===== config.mk =====
export PLATFORM = sky130hd
export DESIGN_NAME = i2c_scl_timing_gen
export DESIGN_NICKNAME = d
export VERILOG_FILES = /design/src/rtl/scl_tg_pkg.sv /design/src/rtl/scl_tg_cfg.sv /design/src/rtl/scl_tg_seq.sv /design/src/rtl/i2c_scl_timing_gen.sv
export SDC_FILE = /design/constraint.sdc
export NUM_CORES = 1
export LEC_CHECK = 0
export ABC_AREA = 1
export BUFFER_PORTS_ARGS = -buffer_cell sky130_fd_sc_hd__buf_2
export CAP_MARGIN = 10
export CORE_MARGIN = 1.5
export CORE_UTILIZATION = 30
export DETAILED_ROUTE_END_ITERATION = 8
export GPL_TIMING_DRIVEN = 0
export SYNTH_ARGS = -nofsm -noshare
export SYNTH_HDL_FRONTEND = slang
export SYNTH_HIERARCHICAL = 1
export SYNTH_SLANG_ARGS = --single-unit
export TNS_END_PERCENT = 20

===== constraint.sdc =====
create_clock -name clk -period 5.3 [get_ports clk]
set_input_delay 0.795 -clock clk [delete_from_list [all_inputs] [get_ports clk]]
set_output_delay 0.795 -clock clk [all_outputs]
set_load 0.1 [all_outputs]

===== src/rtl/scl_tg_pkg.sv =====
package scl_tg_pkg;
  typedef enum logic [1:0] {
    OP_START = 2'd0,
    OP_STOP  = 2'd1,
    OP_SEND  = 2'd2,
    OP_RECV  = 2'd3
  } tg_op_e;
endpackage


===== src/rtl/scl_tg_cfg.sv =====
// Divider and delay storage plus clamping to legal effective values.
module scl_tg_cfg #(
  parameter int unsigned            DIV_W   = 16,
  parameter logic [DIV_W-1:0]       DIV_RST = 16'd100
) (
  input  logic                 clk,
  input  logic                 rst_n,
  input  logic                 div_wr,
  input  logic [DIV_W-1:0]     div_wdata,
  input  logic                 dly_wr,
  input  logic [2*DIV_W-1:0]   dly_wdata,
  output logic [DIV_W-2:0]     half_eff,
  output logic [DIV_W-2:0]     fall_eff,
  output logic [DIV_W-2:0]     rise_eff
);
  localparam int unsigned HW = DIV_W - 1;

  logic [HW-1:0]    half_q;
  logic [DIV_W-1:0] fall_q, rise_q;
  logic [HW-1:0]    half_d;
  logic [DIV_W-1:0] fall_d, rise_d;
  logic             unused_div_lsb;

  assign unused_div_lsb = div_wdata[0];

  // next state: divider LSB dropped on entry
  always_comb begin
    half_d = half_q;
    fall_d = fall_q;
    rise_d = rise_q;
    if (div_wr) half_d = div_wdata[DIV_W-1:1];
    if (dly_wr) begin
      fall_d = dly_wdata[2*DIV_W-1:DIV_W];
      rise_d = dly_wdata[DIV_W-1:0];
    end
  end

  always_ff @(posedge clk or negedge rst_n) begin
    if (!rst_n) begin
      half_q <= DIV_RST[DIV_W-1:1];
      fall_q <= DIV_W'(1);
      rise_q <= DIV_W'(1);
    end else begin
      half_q <= half_d;
      fall_q <= fall_d;
      rise_q <= rise_d;
    end
  end

  function automatic logic [HW-1:0] clamp_dly(input logic [DIV_W-1:0] v,
                                              input logic [HW-1:0] lim);
    if (v == '0)                clamp_dly = HW'(1);
    else if (v > {1'b0, lim})   clamp_dly = lim;
    else                        clamp_dly = v[HW-1:0];
  endfunction

  always_comb begin
    half_eff = (half_q == '0) ? HW'(1) : half_q;
    fall_eff = clamp_dly(fall_q, half_eff);
    rise_eff = clamp_dly(rise_q, half_eff);
  end

  p_dly_in_range_r6: assert property (@(posedge clk) disable iff (!rst_n)
    (fall_eff != '0) && (rise_eff != '0) && (fall_eff <= half_eff) && (rise_eff <= half_eff));

  p_half_nonzero_r3: assert property (@(posedge clk) disable iff (!rst_n)
    half_eff != '0);
endmodule


===== src/rtl/scl_tg_seq.sv =====
// Per-request phase counter: clock halves, launch and sample strobes.
module scl_tg_seq
  import scl_tg_pkg::*;
#(
  parameter int unsigned DIV_W = 16
) (
  input  logic             clk,
  input  logic             rst_n,
  input  logic [DIV_W-2:0] half_eff,
  input  logic [DIV_W-2:0] fall_eff,
  input  logic [DIV_W-2:0] rise_eff,
  input  logic             req_valid,
  input  logic [1:0]       req_op,
  input  logic             req_bit,
  input  logic             sda_in,
  output logic             scl_oe,
  output logic             sda_oe,
  output logic             rx_bit,
  output logic             bit_done,
  output logic             busy
);
  localparam int unsigned HW = DIV_W - 1;

  tg_op_e           op_q, op_d;
  logic             bit_q, bit_d;
  logic [HW-1:0]    half_q, half_d, fall_q, fall_d, rise_q, rise_d;
  logic [DIV_W-1:0] cnt_q, cnt_d;
  logic             busy_d, scl_d, sda_d, rx_d, done_d;

  logic [DIV_W-1:0] half_x, launch_at, rise_at, sample_at, last_at;
  logic             is_bit;

  always_comb begin
    half_x    = {1'b0, half_q};
    launch_at = {1'b0, fall_q} - DIV_W'(1);
    rise_at   = half_x - DIV_W'(1);
    sample_at = half_x + {1'b0, rise_q} - DIV_W'(1);
    last_at   = (op_q == OP_START) ? rise_at : (half_x + half_x - DIV_W'(1));
    is_bit    = (op_q == OP_SEND) || (op_q == OP_RECV);
  end

  // next-state logic
  always_comb begin
    op_d   = op_q;
    bit_d  = bit_q;
    half_d = half_q;
    fall_d = fall_q;
    rise_d = rise_q;
    cnt_d  = cnt_q;
    busy_d = busy;
    scl_d  = scl_oe;
    sda_d  = sda_oe;
    rx_d   = rx_bit;
    done_d = 1'b0;
    if (!busy) begin
      if (req_valid) begin
        op_d   = tg_op_e'(req_op);
        bit_d  = req_bit;
        half_d = half_eff;
        fall_d = fall_eff;
        rise_d = rise_eff;
        cnt_d  = '0;
        busy_d = 1'b1;
        if (tg_op_e'(req_op) == OP_START) sda_d = 1'b1;
        else                              scl_d = 1'b1;
      end
    end else begin
      cnt_d = cnt_q + DIV_W'(1);
      if ((op_q != OP_START) && (cnt_q == launch_at))
        sda_d = (op_q == OP_SEND) ? ~bit_q : (op_q == OP_STOP);
      if ((op_q != OP_START) && (cnt_q == rise_at))
        scl_d = 1'b0;
      if (is_bit && (cnt_q == sample_at))
        rx_d = sda_in;
      if (cnt_q == last_at) begin
        busy_d = 1'b0;
        done_d = 1'b1;
        cnt_d  = '0;
        if (op_q == OP_STOP) sda_d = 1'b0;
      end
    end
  end

  always_ff @(posedge clk or negedge rst_n) begin
    if (!rst_n) begin
      op_q     <= OP_START;
      bit_q    <= 1'b0;
      half_q   <= HW'(1);
      fall_q   <= HW'(1);
      rise_q   <= HW'(1);
      cnt_q    <= '0;
      busy     <= 1'b0;
      scl_oe   <= 1'b0;
      sda_oe   <= 1'b0;
      rx_bit   <= 1'b0;
      bit_done <= 1'b0;
    end else begin
      op_q     <= op_d;
      bit_q    <= bit_d;
      half_q   <= half_d;
      fall_q   <= fall_d;
      rise_q   <= rise_d;
      cnt_q    <= cnt_d;
      busy     <= busy_d;
      scl_oe   <= scl_d;
      sda_oe   <= sda_d;
      rx_bit   <= rx_d;
      bit_done <= done_d;
    end
  end

  p_scl_low_half_r2: assert property (@(posedge clk) disable iff (!rst_n)
    (busy && (op_q != OP_START) && (cnt_q < half_x)) |-> scl_oe);

  p_scl_high_half_r2: assert property (@(posedge clk) disable iff (!rst_n)
    (busy && (cnt_q >= half_x)) |-> !scl_oe);

  p_launch_hold_r4: assert property (@(posedge clk) disable iff (!rst_n)
    (busy && (cnt_q > {1'b0, fall_q})) |-> $stable(sda_oe));

  p_start_shape_r7: assert property (@(posedge clk) disable iff (!rst_n)
    (busy && (op_q == OP_START)) |-> (!scl_oe && sda_oe));

  p_stop_release_r8: assert property (@(posedge clk) disable iff (!rst_n)
    (bit_done && $past(op_q == OP_STOP)) |-> (!sda_oe && !scl_oe));

  p_done_pulse_r9: assert property (@(posedge clk) disable iff (!rst_n)
    bit_done |=> !bit_done);

  p_done_after_busy_r9: assert property (@(posedge clk) disable iff (!rst_n)
    bit_done |-> ($past(busy) && !busy));
endmodule


===== src/rtl/i2c_scl_timing_gen.sv =====
module i2c_scl_timing_gen
  import scl_tg_pkg::*;
#(
  parameter int unsigned      DIV_W   = 16,
  parameter logic [DIV_W-1:0] DIV_RST = 16'd100
) (
  input  logic                 clk,
  input  logic                 rst_n,
  input  logic                 div_wr,
  input  logic [DIV_W-1:0]     div_wdata,
  input  logic                 dly_wr,
  input  logic [2*DIV_W-1:0]   dly_wdata,
  input  logic                 req_valid,
  input  logic [1:0]           req_op,
  input  logic                 req_bit,
  input  logic                 sda_in,
  output logic                 scl_oe,
  output logic                 sda_oe,
  output logic                 rx_bit,
  output logic                 bit_done,
  output logic                 busy
);
  logic [1:0]       rst_sync_q;
  logic             rst_int_n;
  logic [DIV_W-2:0] half_eff, fall_eff, rise_eff;

  // asynchronous assertion, synchronous release
  always_ff @(posedge clk or negedge rst_n) begin
    if (!rst_n) rst_sync_q <= 2'b00;
    else        rst_sync_q <= {rst_sync_q[0], 1'b1};
  end
  assign rst_int_n = rst_sync_q[1];

  scl_tg_cfg #(.DIV_W(DIV_W), .DIV_RST(DIV_RST)) u_cfg (
    .clk       (clk),
    .rst_n     (rst_int_n),
    .div_wr    (div_wr),
    .div_wdata (div_wdata),
    .dly_wr    (dly_wr),
    .dly_wdata (dly_wdata),
    .half_eff  (half_eff),
    .fall_eff  (fall_eff),
    .rise_eff  (rise_eff)
  );

  scl_tg_seq #(.DIV_W(DIV_W)) u_seq (
    .clk       (clk),
    .rst_n     (rst_int_n),
    .half_eff  (half_eff),
    .fall_eff  (fall_eff),
    .rise_eff  (rise_eff),
    .req_valid (req_valid),
    .req_op    (req_op),
    .req_bit   (req_bit),
    .sda_in    (sda_in),
    .scl_oe    (scl_oe),
    .sda_oe    (sda_oe),
    .rx_bit    (rx_bit),
    .bit_done  (bit_done),
    .busy      (busy)
  );
endmodule


# Yosys cells after proc, flatten, opt, wreduce, memory -nomap -nowiden
# Cells that the tools add are included.
# op_classes
add_sub_neg	7
mul	0
div_mod_pow	0
n_lt_le_gt_ge	2
eq_ne	9
shift	0
muxes	25
n_bitwise	2
reduce_logical	16
# op_table
op	n
two-way mux 15 bit	5
equality test 16 bit	4
two-way mux 16 bit	4
adder 15 x 15 -> 16 bit	2
> comparator 16 x 15 -> 1 bit	2
zero test 16 bit	2
subtractor 15 x 1 -> 16 bit (second input constant)	2
subtractor 16 x 1 -> 16 bit (second input constant)	2
adder 16 x 1 -> 16 bit (second input constant)	1
two-way mux 1 bit	16
zero test 15 bit	1
AND reduction 2 bit	3
nonzero test 2 bit	3
equality test 2 bit (second input constant)	2
zero test 2 bit	2
logical AND 1 bit	3
AND reduction 3 bit	1
equality test 2 x 1 -> 1 bit (second input constant)	1
inequality test 2 x 1 -> 1 bit (second input constant)	1
inequality test 2 bit (second input constant)	1
inverter 1 bit	2
logical OR 1 bit	1
# word_totals
ff_bits	118
latchBits	0
mem_bits_rw	0
romBits	0
inputBits	57
output_inout_bits	5
elab_cells	76
n_memories	0

# Depth between registers and ports, before layout
# Gate-level depths: netlist of the first run.
# depth
word_depth	7
mapped_depth	22
ltp_nobuf	22

# By module
# The synthesis of the first run kept the hierarchy.
# by_module_without_submodules
mod	n_inst	cells_each	area_per_inst_um2	seq_area_each_um2
scl_tg_seq	1	965	6233.5	1730.4
scl_tg_cfg	1	464	3261.9	1182.4
i2c_scl_timing_gen	1	3	53.8	50.0

# Least setup slack after synthesis of the first run
# OpenSTA, ideal clock, no wires.
# synth_path
kind	reg-to-reg
from	reg u_seq.half_q[0]
to	reg u_seq.rx_bit
setup_ns	0.113
t_arrival_ns	2.473
required_ns	5.187
setup_slack_ns	2.714
path_stages_with_launch	21
path_buffers	0
period_less_slack_ns	2.586
cell_sequence	dfstp_2 > inv_2 > ha_1 > inv_1 > ha_1 > inv_1 > fa_1 > inv_1 > nand3_1 > nand2_1 > nand2_1 > nand2_1 > nand3_1 > nand3b_1 > nand2_1 > nand2_1 > o21ai_0 > nor2_1 > nand4_1 > nand2_1 > inv_1
# synth_between
elab_chain_cells	5
# synth_rtl
element	line	rtl
start, declared	scl_tg_seq.sv:26	logic [HW-1:0] half_q, half_d, fall_q, fall_d, rise_q, rise_d;
start signal, assigned	scl_tg_seq.sv:100	half_q <= half_d;
adder 15 x 15 -> 16 bit	scl_tg_seq.sv:37	sample_at = half_x + {1'b0, rise_q} - DIV_W'(1);
subtractor 16 x 1 -> 16 bit	scl_tg_seq.sv:37	
equality test 16 bit	scl_tg_seq.sv:73	if (is_bit && (cnt_q == sample_at))
logical AND 1 bit	scl_tg_seq.sv:73	
AND reduction 2 bit (no source line)	--	
end signal, assigned	scl_tg_seq.sv:107	rx_bit <= rx_d;
end, declared	scl_tg_seq.sv:18	output logic rx_bit,
# Every way passes these cells.
# A chain may end at the register's enable or synchronous reset.

# Worst setup path in the final report of the first run
# Same ends and word-level chain as after synthesis.

==> insert_results.sql, run 1 <==
INSERT INTO impl_metrics (metric_group, metric, value, unit) VALUES
('synth', 'synth-seq-cells', '118', ''),
('routing', 'detail_route.first_pass.iterations', '5', ''),
('synth', 'cell_area_after_technology_mapping', '9550', 'sq um'),
('grt', 'pin_count_of_the_biggest_net_entering_global_routing', '72', ''),
('synth', 'async_flop_share', '100', '%'),
('floorplanning', 'core.rowCount', '65', ''),
('grt', 'vias_in_the_first_global_route', '8810', ''),
('timing', 'timing.final.ws_setup', '2230', 'ps'),
('floorplanning', 'boundaryPins', '62', ''),
('synth', 'syn_avg_cell_area', '6.67', 'sq um'),
('floorplanning', 'dieArea', '32900', 'sq um'),
('place', 'routabilityCongestion', '0.860', ''),
('timing', 'timing.fmax', '326', 'MHz'),
('cts', 'numCtsBuffers', '17', ''),
('timing', 'final_min_period_over_clock_period', '57.9', '%'),
('worst_hold_path', 'worstHoldPathType', 'input pin to asynchronous set/reset pin', ''),
('power', 'power.static_leakage', '5.82', 'nW'),
('timing', 'timing.slew.headroom', '50.4', '%'),
('cts', 'post_cts.resized_instances', '0', ''),
('synth', 'synth_seq_area_share', '31.0', '%'),
('routing', 'drt_wl_total', '27.8', 'mm'),
('finish', 'layout-area-overhead-vs-synth', '15.0', '%'),
('critical_path', 'critical_path_arrival', '3390', 'ps'),
('synth', 'synth-edff-count', '0', ''),
('power', 'irDropWorstVdd', '0.190', 'mV'),
('routing', 'wl_per_cell', '14.4', 'um'),
('floorplanning', 'die_w', '181', 'um'),
('routing', 'drc_errors', '0', ''),
('run_status', 'status', 'complete, no violations', ''),
('critical_path', 'worstPathMaxFanout', '8', ''),
('finish', 'post-route-cell-area', '11000', 'sq um'),
('power', 'power.density', '376', 'nW/um^2'),
('synth', 'synthesis.nets', '1552', ''),
('cts', 'cts-root-buf', 'clkbuf_16', ''),
('cts', 'worstSkewPairLatency', '420', 'ps'),
('timing', 'report.final.slew_viol_count', '0', ''),
('synth', 'syn-instance-count', '1432', ''),
('cts', 'tritoncts_num_sinks', '118', ''),
('critical_path', 'crit_type', 'register to register', ''),
('timing', 'worst-slew-pin-transition', '745', 'ps'),
('finish', 'fraction_of_final_layout_cells_with_drive_strength_greater_than_1', '12.7', '%'),
('place', 'detailed_place_hpwl', '22.3', 'mm'),
('synth', 'synth_ff_type', 'dfrtp_1', ''),
('critical_path', 'setup.worst_path.end_class', 'register', ''),
('timing', 'grt_setup_unrepaired', 'no', ''),
('run', 'drv.max_cap_violation_count', '0', ''),
('routing', 'detailroute.via_count', '8941', ''),
('timing', 'finalSetupViolCount', '0', ''),
('cts', 'cts_htree_levels', '4', ''),
('place', 'placed_cell_area', '10400', 'sq um'),
('synth', 'synth_cell_type_count', '47', ''),
('grt', 'grt_first_pass_wirelength', '45.9', 'mm'),
('critical_path', 'worstPathRequired', '5620', 'ps'),
('critical_path', 'ff2ff_path_depth', '20', ''),
('timing', 'fin_setup_tns', '0', 'ps'),
('grt', 'antenna_violations_before_repair', '1', ''),
('critical_path', 'cp-start-kind', 'register', ''),
('cts', 'cts_buffer_depth', '2', ''),
('finish', 'fill_cells', '3369', ''),
('cts', 'cts_tree', 'yes', ''),
('timing', 'fin_crit', '3070', 'ps'),
('routing', 'detail-route-antenna-nets', '0', ''),
('floorplanning', 'dieHeight', '181', 'um'),
('floorplanning', 'core_region_area', '31500', 'sq um'),
('timing', 'timing_hold_violations_final', '0', ''),
('grt', 'globalRoute.totalOverflow', '0', ''),
('place', 'port-buffer-count', '58', ''),
('cts', 'hold_buffers', '0', ''),
('cts', 'clk_pin_slew', '70', 'ps'),
('place', 'dpl_worst_slack', '2260', 'ps'),
('floorplanning', 'initial_utilization', '30.3', '%'),
('timing', 'worst_clock_skew', '18.2', 'ps'),
('grt', 'track_usage', '17.6', '%'),
('finish', 'num-nets-final', '1630', ''),
('routing', 'initialDrtViolationCount', '533', ''),
('routing', 'via_per_inst', '4.64', ''),
('cts', 'cts.repair_timing.setup_buffer_count', '0', ''),
('synth', 'yosysWarningCount', '6', '');
sequential cells by signal, indices dropped and copies added, names as in the netlist, 2 cells and up:
| signal | cells |
|---|---|
| u_seq/half_q | 15 |
| u_cfg/half_q | 15 |
| u_seq/op_q | 2 |
| u_cfg/fall_q | 16 |
| u_cfg/rise_q | 16 |
| u_seq/cnt_q | 16 |
| rst_sync_q | 2 |
| u_seq/rise_q | 15 |
| u_seq/fall_q | 15 |
where the power goes:
group / switching [mW] / internal [mW] / total (mW)
logic: 1.11 / 0.644 / 1.76
registers: 0.135 / 1.03 / 1.17
clock network: 0.459 / 0.744 / 1.20
total: 1.71 / 2.42 / 4.13
through the flow:
| stage | hold slack [ps] | total power [mW] | util (%) | cells |
|---|---|---|---|---|
| final | 140 | 4.13 | 34.9 | 1926 |
| after global routing | 126 | 4.46 | 34.9 | 1925 |
| after CTS | 126 | 4.14 | 34.9 | 1925 |
| after detailed placement | 345 | 2.92 | 33.0 | 1893 |
| after global placement | 340 | 2.89 | 32.9 | 1892 |
| after floorplan | 331 | 2.49 | - | 1432 |
routing by layer:
metal  track usage [%]  share of wire (%)
met3              2.55                3.8
met4              4.53                1.6
met5                 0                  0
met1              24.0                 49
met2              29.0                 46
kinds of logic after synthesis:
| group | after synthesis | share of synthesized area (%) |
|---|---|---|
| AND/OR/NAND/NOR | 796 | 36.9 |
| buffers and inverters | 262 | 11.0 |
| AO/OA/AOI/OAI | 142 | 7.82 |
| flip-flops | 118 | 31.0 |
| adder cells (fa/ha/maj) | 63 | 8.33 |
| XOR/XNOR | 50 | 4.81 |
| other | 1 | 0.0393 |
final timing paths:
kind,to,slack [ps],from
min reg2reg,u_cfg/fall_q[14],350,rst_sync_q[1]
max,u_seq/rx_bit,2230,u_seq/half_q[0]
min in group clk,rst_sync_q[1],360,rst_sync_q[0]
min,rst_sync_q[1],140,rst_n
max reg2reg,u_seq/rx_bit,2230,u_seq/half_q[0]
max in group asynchronous,u_cfg/rise_q[0],4130,rst_sync_q[1]
critical path, stage by stage (launching register included):
cell      delay (ps)
dfstp_2          600
inv_2            120
ha_1             210
inv_1             50
ha_1             160
inv_1             60
fa_1             380
inv_1             80
nand3_1           70
nand2_1          160
nand2_1           90
nand2_1          130
nand3_1          110
nand3b_1         130
nand2_1           60
nand2_1           60
o21ai_0           90
nor2_1           200
nand4_1          100
nand2_1           80
inv_1             30
Yosys cell counts, types with 2 or more instances:
cell | count | area, sq um
buf_6 | 4 | 45.0
nor3_1 | 5 | 25.0
nor2_2 | 16 | 100
and2_1 | 2 | 12.5
a31oi_1 | 2 | 12.5
nand3b_1 | 8 | 60.1
a21oi_1 | 19 | 95.1
clkbuf_1 | 40 | 150
nand2_4 | 5 | 56.3
nor4_1 | 10 | 62.6
xnor2_1 | 9 | 78.8
nand3_2 | 11 | 110
nand2_1 | 466 | 1750
o211ai_1 | 2 | 15.0
dfstp_2 | 8 | 210
nand3_1 | 87 | 435
nand4_2 | 5 | 62.6
nand4_1 | 19 | 119
o21ai_0 | 105 | 526
nor3_4 | 2 | 32.5
inv_1 | 193 | 724
inv_2 | 5 | 18.8
o21bai_1 | 2 | 15.0
or2_2 | 3 | 18.8
o21ai_1 | 4 | 20.0
nor2_1 | 135 | 507
dfrtp_1 | 110 | 2750
xor2_1 | 39 | 342
a21o_1 | 3 | 22.5
buf_2 | 15 | 75.1
ha_1 | 62 | 776
nor2_4 | 5 | 56.3
nand2_2 | 16 | 100
buf_1 | 2 | 7.51
layout make-up:
cell class	instances	area, sq um	area share (%)
Antenna cell	1	2.50	0.0228
Inverter	198	743	6.77
Multi-Input combinational cell	1052	5530	50.4
Timing Repair Buffer	59	318	2.89
Buffer	64	310	2.83
Sequential cell	118	2970	27.0
Clock inverter	14	175	1.60
Tap cell	402	503	4.58
Clock buffer	18	429	3.91
cell usage in the layout, fill, tap and decap left out, drive strengths merged, types with 2 or more instances in the layout:
cell,Yosys,routed
o21bai,2,2
a21oi,20,20
nand3,98,98
nor4,10,10
dfrtp,110,110
bufinv,0,3
nand4,24,24
or2,3,3
buf,23,82
clkinvlp,0,3
a21o,3,3
ha,62,62
clkinv,0,5
and2,2,2
nor3,7,7
nand3b,8,8
nand2,487,487
o21ai,110,110
clkbuf,41,59
a31oi,2,2
xor2,40,40
xnor2,9,9
inv,198,201
dfstp,8,8
nor2,157,157
o211ai,2,2
No activity file was read; power rests on OpenSTA's default activity.
==> inputs of run 2 (changes only) <==
--- a/config.mk
+++ b/config.mk
@@ -5,7 +5,7 @@
 export SDC_FILE = /design/constraint.sdc
 export NUM_CORES = 1
 export LEC_CHECK = 0
-export ABC_AREA = 1
+export ABC_AREA = 0
 export BUFFER_PORTS_ARGS = -buffer_cell sky130_fd_sc_hd__buf_2
 export CAP_MARGIN = 10
 export CORE_MARGIN = 1.5
==> constraint.sdc (replaced) <==
create_clock -name clk -period 2.95 [get_ports clk]
set_input_delay 0.4425 -clock clk [delete_from_list [all_inputs] [get_ports clk]]
set_output_delay 0.4425 -clock clk [all_outputs]
set_load 0.1 [all_outputs]
==> run 2 against run 1 <==
  * The run now ends with negative setup slack left
  * Sequential cell count stayed put
  * Synthesized cell count is 27% lower
  * Count of clock-buffer cells in the layout stayed put
  * Sequential share of layout area is 0.28 points higher
  * Critical path depth is 6 lower
  * Largest cell class unchanged
==> insert_results.sql, run 2 <==
INSERT INTO impl_metrics (metric_group, metric, value, unit) VALUES
('routing', 'via_per_inst', '5.26', ''),
('synth', 'synth_largest_area_cell', 'dfrtp_1', ''),
('grt', 'globalRoute.totalOverflow', '0', ''),
('grt', 'antenna_violations_before_repair', '0', ''),
('run_status', 'failed_checks', 'negative setup slack', ''),
('synth', 'yosysWarningCount', '6', ''),
('routing', 'detail-route-antenna-nets', '0', ''),
('floorplanning', 'dieHeight', '177', 'um'),
('timing', 'worst-slew-pin-transition', '764', 'ps'),
('critical_path', 'worstPathRequired', '3260', 'ps'),
('floorplanning', 'dieArea', '31400', 'sq um'),
('cts', 'worstSkewPairLatency', '430', 'ps'),
('timing', 'timing.slew.headroom', '49.1', '%'),
('cts', 'cts_tree', 'yes', ''),
('finish', 'layout-area-overhead-vs-synth', '20.0', '%'),
('synth', 'synthesis.nets', '1165', ''),
('timing', 'grt_setup_unrepaired', 'yes', ''),
('timing', 'fin_setup_tns', '-3460', 'ps'),
('timing', 'final_min_period_over_clock_period', '125', '%'),
('critical_path', 'timing.critical_path.slowest_stage_cell', 'dfstp_2', ''),
('routing', 'drc_errors', '0', ''),
('floorplanning', 'die_w', '177', 'um'),
('synth', 'synth-seq-cells', '118', ''),
('finish', 'top_regs', 'u_cfg/fall_q: 16 flops, u_cfg/rise_q: 16 flops, u_seq/cnt_q: 16 flops', ''),
('synth', 'synth_seq_area_share', '32.5', '%'),
('cts', 'cts_htree_levels', '4', ''),
('synth', 'synth_cell_type_count', '83', ''),
('finish', 'final_common_cell', 'nand2_1', ''),
('critical_path', 'setup.reg_to_reg.worst_slack', '-740', 'ps'),
('worst_hold_path', 'worstHoldPathType', 'input pin to register', ''),
('cts', 'cts-root-buf', 'clkbuf_16', ''),
('critical_path', 'setup.worst_path.end_class', 'register', ''),
('power', 'power.density', '650', 'nW/um^2'),
('critical_path', 'critical_path.max_stage_delay', '560', 'ps'),
('cts', 'tritoncts_num_sinks', '118', ''),
('timing', 'report.final.slew_viol_count', '0', ''),
('cts', 'clk_pin_slew', '60', 'ps'),
('power', 'p_int', '4.30', 'mW'),
('finish', 'fill_cells', '3010', ''),
('power', 'power.net_switching', '2.80', 'mW'),
('power', 'irDropWorstVdd', '0.383', 'mV'),
('synth', 'synth_most_common_cell', 'nand2_1', ''),
('cts', 'cts_buffer_depth', '2', ''),
('power', 'power_frac_clock', '28.8', '%'),
('place', 'detailed_place_hpwl', '20.9', 'mm'),
('synth', 'async_flop_share', '100', '%'),
('critical_path', 'cp-start-kind', 'register', ''),
('floorplanning', 'core_region_area', '29700', 'sq um'),
('routing', 'detailroute.via_count', '8102', ''),
('grt', 'grt_first_pass_wirelength', '44.9', 'mm'),
('routing', 'detail_route.first_pass.iterations', '6', ''),
('critical_path', 'crit_chain', 'inv_4, ha_4, inv_2, ha_4, inv_2, fa_1, xnor2_1, or4_4, or4_4, nor4_4, nand4_1, a2111oi_2, nand4_1, mux2_4', ''),
('timing', 'timing.fmax', '271', 'MHz'),
('finish', 'fraction_of_final_layout_cells_with_drive_strength_greater_than_1', '20.8', '%'),
('grt', 'pin_count_of_the_biggest_net_entering_global_routing', '65', ''),
('place', 'dpl_worst_slack', '-1210', 'ps'),
('timing', 'worst_clock_skew', '14.4', 'ps'),
('timing', 'timing.final.ws_setup', '-745', 'ps'),
('power', 'power.static_leakage', '4.61', 'nW'),
('synth', 'cell_area_after_technology_mapping', '9100', 'sq um'),
('synth', 'syn_avg_cell_area', '8.71', 'sq um'),
('critical_path', 'critical_path_arrival', '4000', 'ps'),
('floorplanning', 'initial_utilization', '30.6', '%'),
('place', 'routabilityCongestion', '0.893', ''),
('grt', 'track_usage', '18.5', '%'),
('critical_path', 'crit_type', 'register to register', ''),
('power', 'share_seq_of_total_power', '29.3', '%'),
('timing', 'timing_hold_violations_final', '0', ''),
('power', 'combinational_share_of_power', '41.9', '%'),
('synth', 'synth.top_cell.area_share', '30.2', '%'),
('routing', 'wl_per_cell', '18.3', 'um'),
('floorplanning', 'core.rowCount', '63', ''),
('finish', 'insertedDiodeCount', '0', ''),
('critical_path', 'worstPathMaxFanout', '3', ''),
('floorplanning', 'boundaryPins', '62', ''),
('place', 'post-place-cells', '1494', ''),
('cts', 'numCtsBuffers', '17', ''),
('run', 'drv.max_cap_violation_count', '0', ''),
('critical_path', 'ff2ff_path_depth', '14', ''),
('power', 'power.total', '7.10', 'mW'),
('power', 'power.share.switching', '39.5', '%'),
('run_status', 'status', 'complete, but fails checks', ''),
('timing', 'fin_crit', '3690', 'ps'),
('timing', 'finalSetupViolCount', '17', ''),
('finish', 'instances_no_fill', '1539', ''),
('synth', 'netlist_top_cells_count', 'nand2_1, dfrtp_1, inv_1, o21ai_0, ha_1', ''),
('place', 'port-buffer-count', '58', ''),
('synth', 'syn-instance-count', '1045', ''),
('synth', 'synth_ff_type', 'dfrtp_1', ''),
('routing', 'initialDrtViolationCount', '647', ''),
('worst_hold_path', 'hold-path-cell-count', '3', ''),
('synth', 'synth-edff-count', '0', ''),
('finish', 'most_used_cells_in_the_layout_excluding_fill_and_tap_cells', 'nand2_1, dfrtp_1, o21ai_0', ''),
('finish', 'num-nets-final', '1256', ''),
('synth', 'synth.area.top_cells', 'dfrtp_1, ha_1, xnor2_1', ''),
('routing', 'drt_wl_total', '28.2', 'mm'),
('grt', 'vias_in_the_first_global_route', '8115', '');
[run 2: cell count changes after synthesis, moves of 15 or more]
cell,delta
mux2_2,+33
xnor2_1,+52
nor2_2,-15
and4_1,+20
a22o_1,+15
nor2_1,-88
nand2_1,-333
a221o_1,+16
nand2_2,-16
clkbuf_1,+19
nand3_1,-66
o21ai_0,-24
inv_1,-106
[run 2: final timing paths]
path | to | from
max | u_seq/rx_bit | u_seq/half_q[0]
min | u_cfg/half_q[7] | div_wdata[8]
max reg2reg | u_seq/rx_bit | u_seq/half_q[0]
min reg2reg | rst_sync_q[1] | rst_sync_q[0]
max in group asynchronous | u_seq/fall_q[0] | rst_sync_q[1]
min in group asynchronous | rst_sync_q[1] | rst_n
[run 2: worst max-delay path: cells and delay by family (launching register included)]
kind | cells | cell delay [ps]
AOI/OAI and AO/OA | 1 | 270
xor gates and xnor gates | 1 | 140
adders and majority gates | 3 | 730
buffers and inverters | 3 | 140
DFF | 1 | 560
muxes | 1 | 340
and+or+nand+nor | 5 | 1400
[run 2: final cells by class]
cell class	count	area, sq um	area share (%)
multi-input cells	763	5750	52.6
flip-flops and latches	118	2980	27.3
well taps	390	488	4.47
repair buffers	75	457	4.18
clock buffers	18	429	3.93
plain buffers	74	347	3.17
inverters	87	329	3.01
clock inverters	14	144	1.32
[run 2: layer usage]
layer	vias up	track usage (%)	routed length, um
met5	-	0	0
met4	0	6.67	735
met3	47	3.03	1600
met2	279	30.0	13100
met1	3853	24.8	12800
li1	3923	-	-
[run 2: cell families after synthesis]
group / Yosys count / synth area share [%]
and+or+nand+nor: 347 / 20.5
AOI/OAI and AO/OA: 224 / 17.4
muxes: 37 / 4.54
other: 1 / 0.0412
adders and majority gates: 63 / 8.74
xor gates and xnor gates: 91 / 8.91
buffers and inverters: 164 / 7.30
DFF: 118 / 32.5
[run 2: power by group through the flow]
stage          sequential [mW]  clock (mW)  combinational [mW]
4_1_cts                   2.07        2.09                2.89
5_1_grt                   2.11        2.16                3.29
2_1_floorplan             2.02           0                2.14
3_5_place_dp              2.09           0                2.73
6_report                  2.09        2.04                2.98
3_3_place_gp              2.10           0                2.67
[run 2: stage by stage]
step                      hold slack [ps]  utilization, %  area (sq um)
after global routing                  226            36.8         10900
after CTS                             219            36.3         10800
final                                 232            36.8         10900
after floorplan                       147               -          9110
after global placement                227            33.3          9890
after detailed placement              229            33.4          9920
[run 2: timing repair]
action | CTS | global route
hold endpoints to repair | 2 | 0
hold buffers | 1 | 0
buffers inserted | 11 | 3
gates resized for setup | 50 | 31
setup endpoints to repair | 31 | 38
gates cloned | 1 | 0
pin swaps | 22 | 4
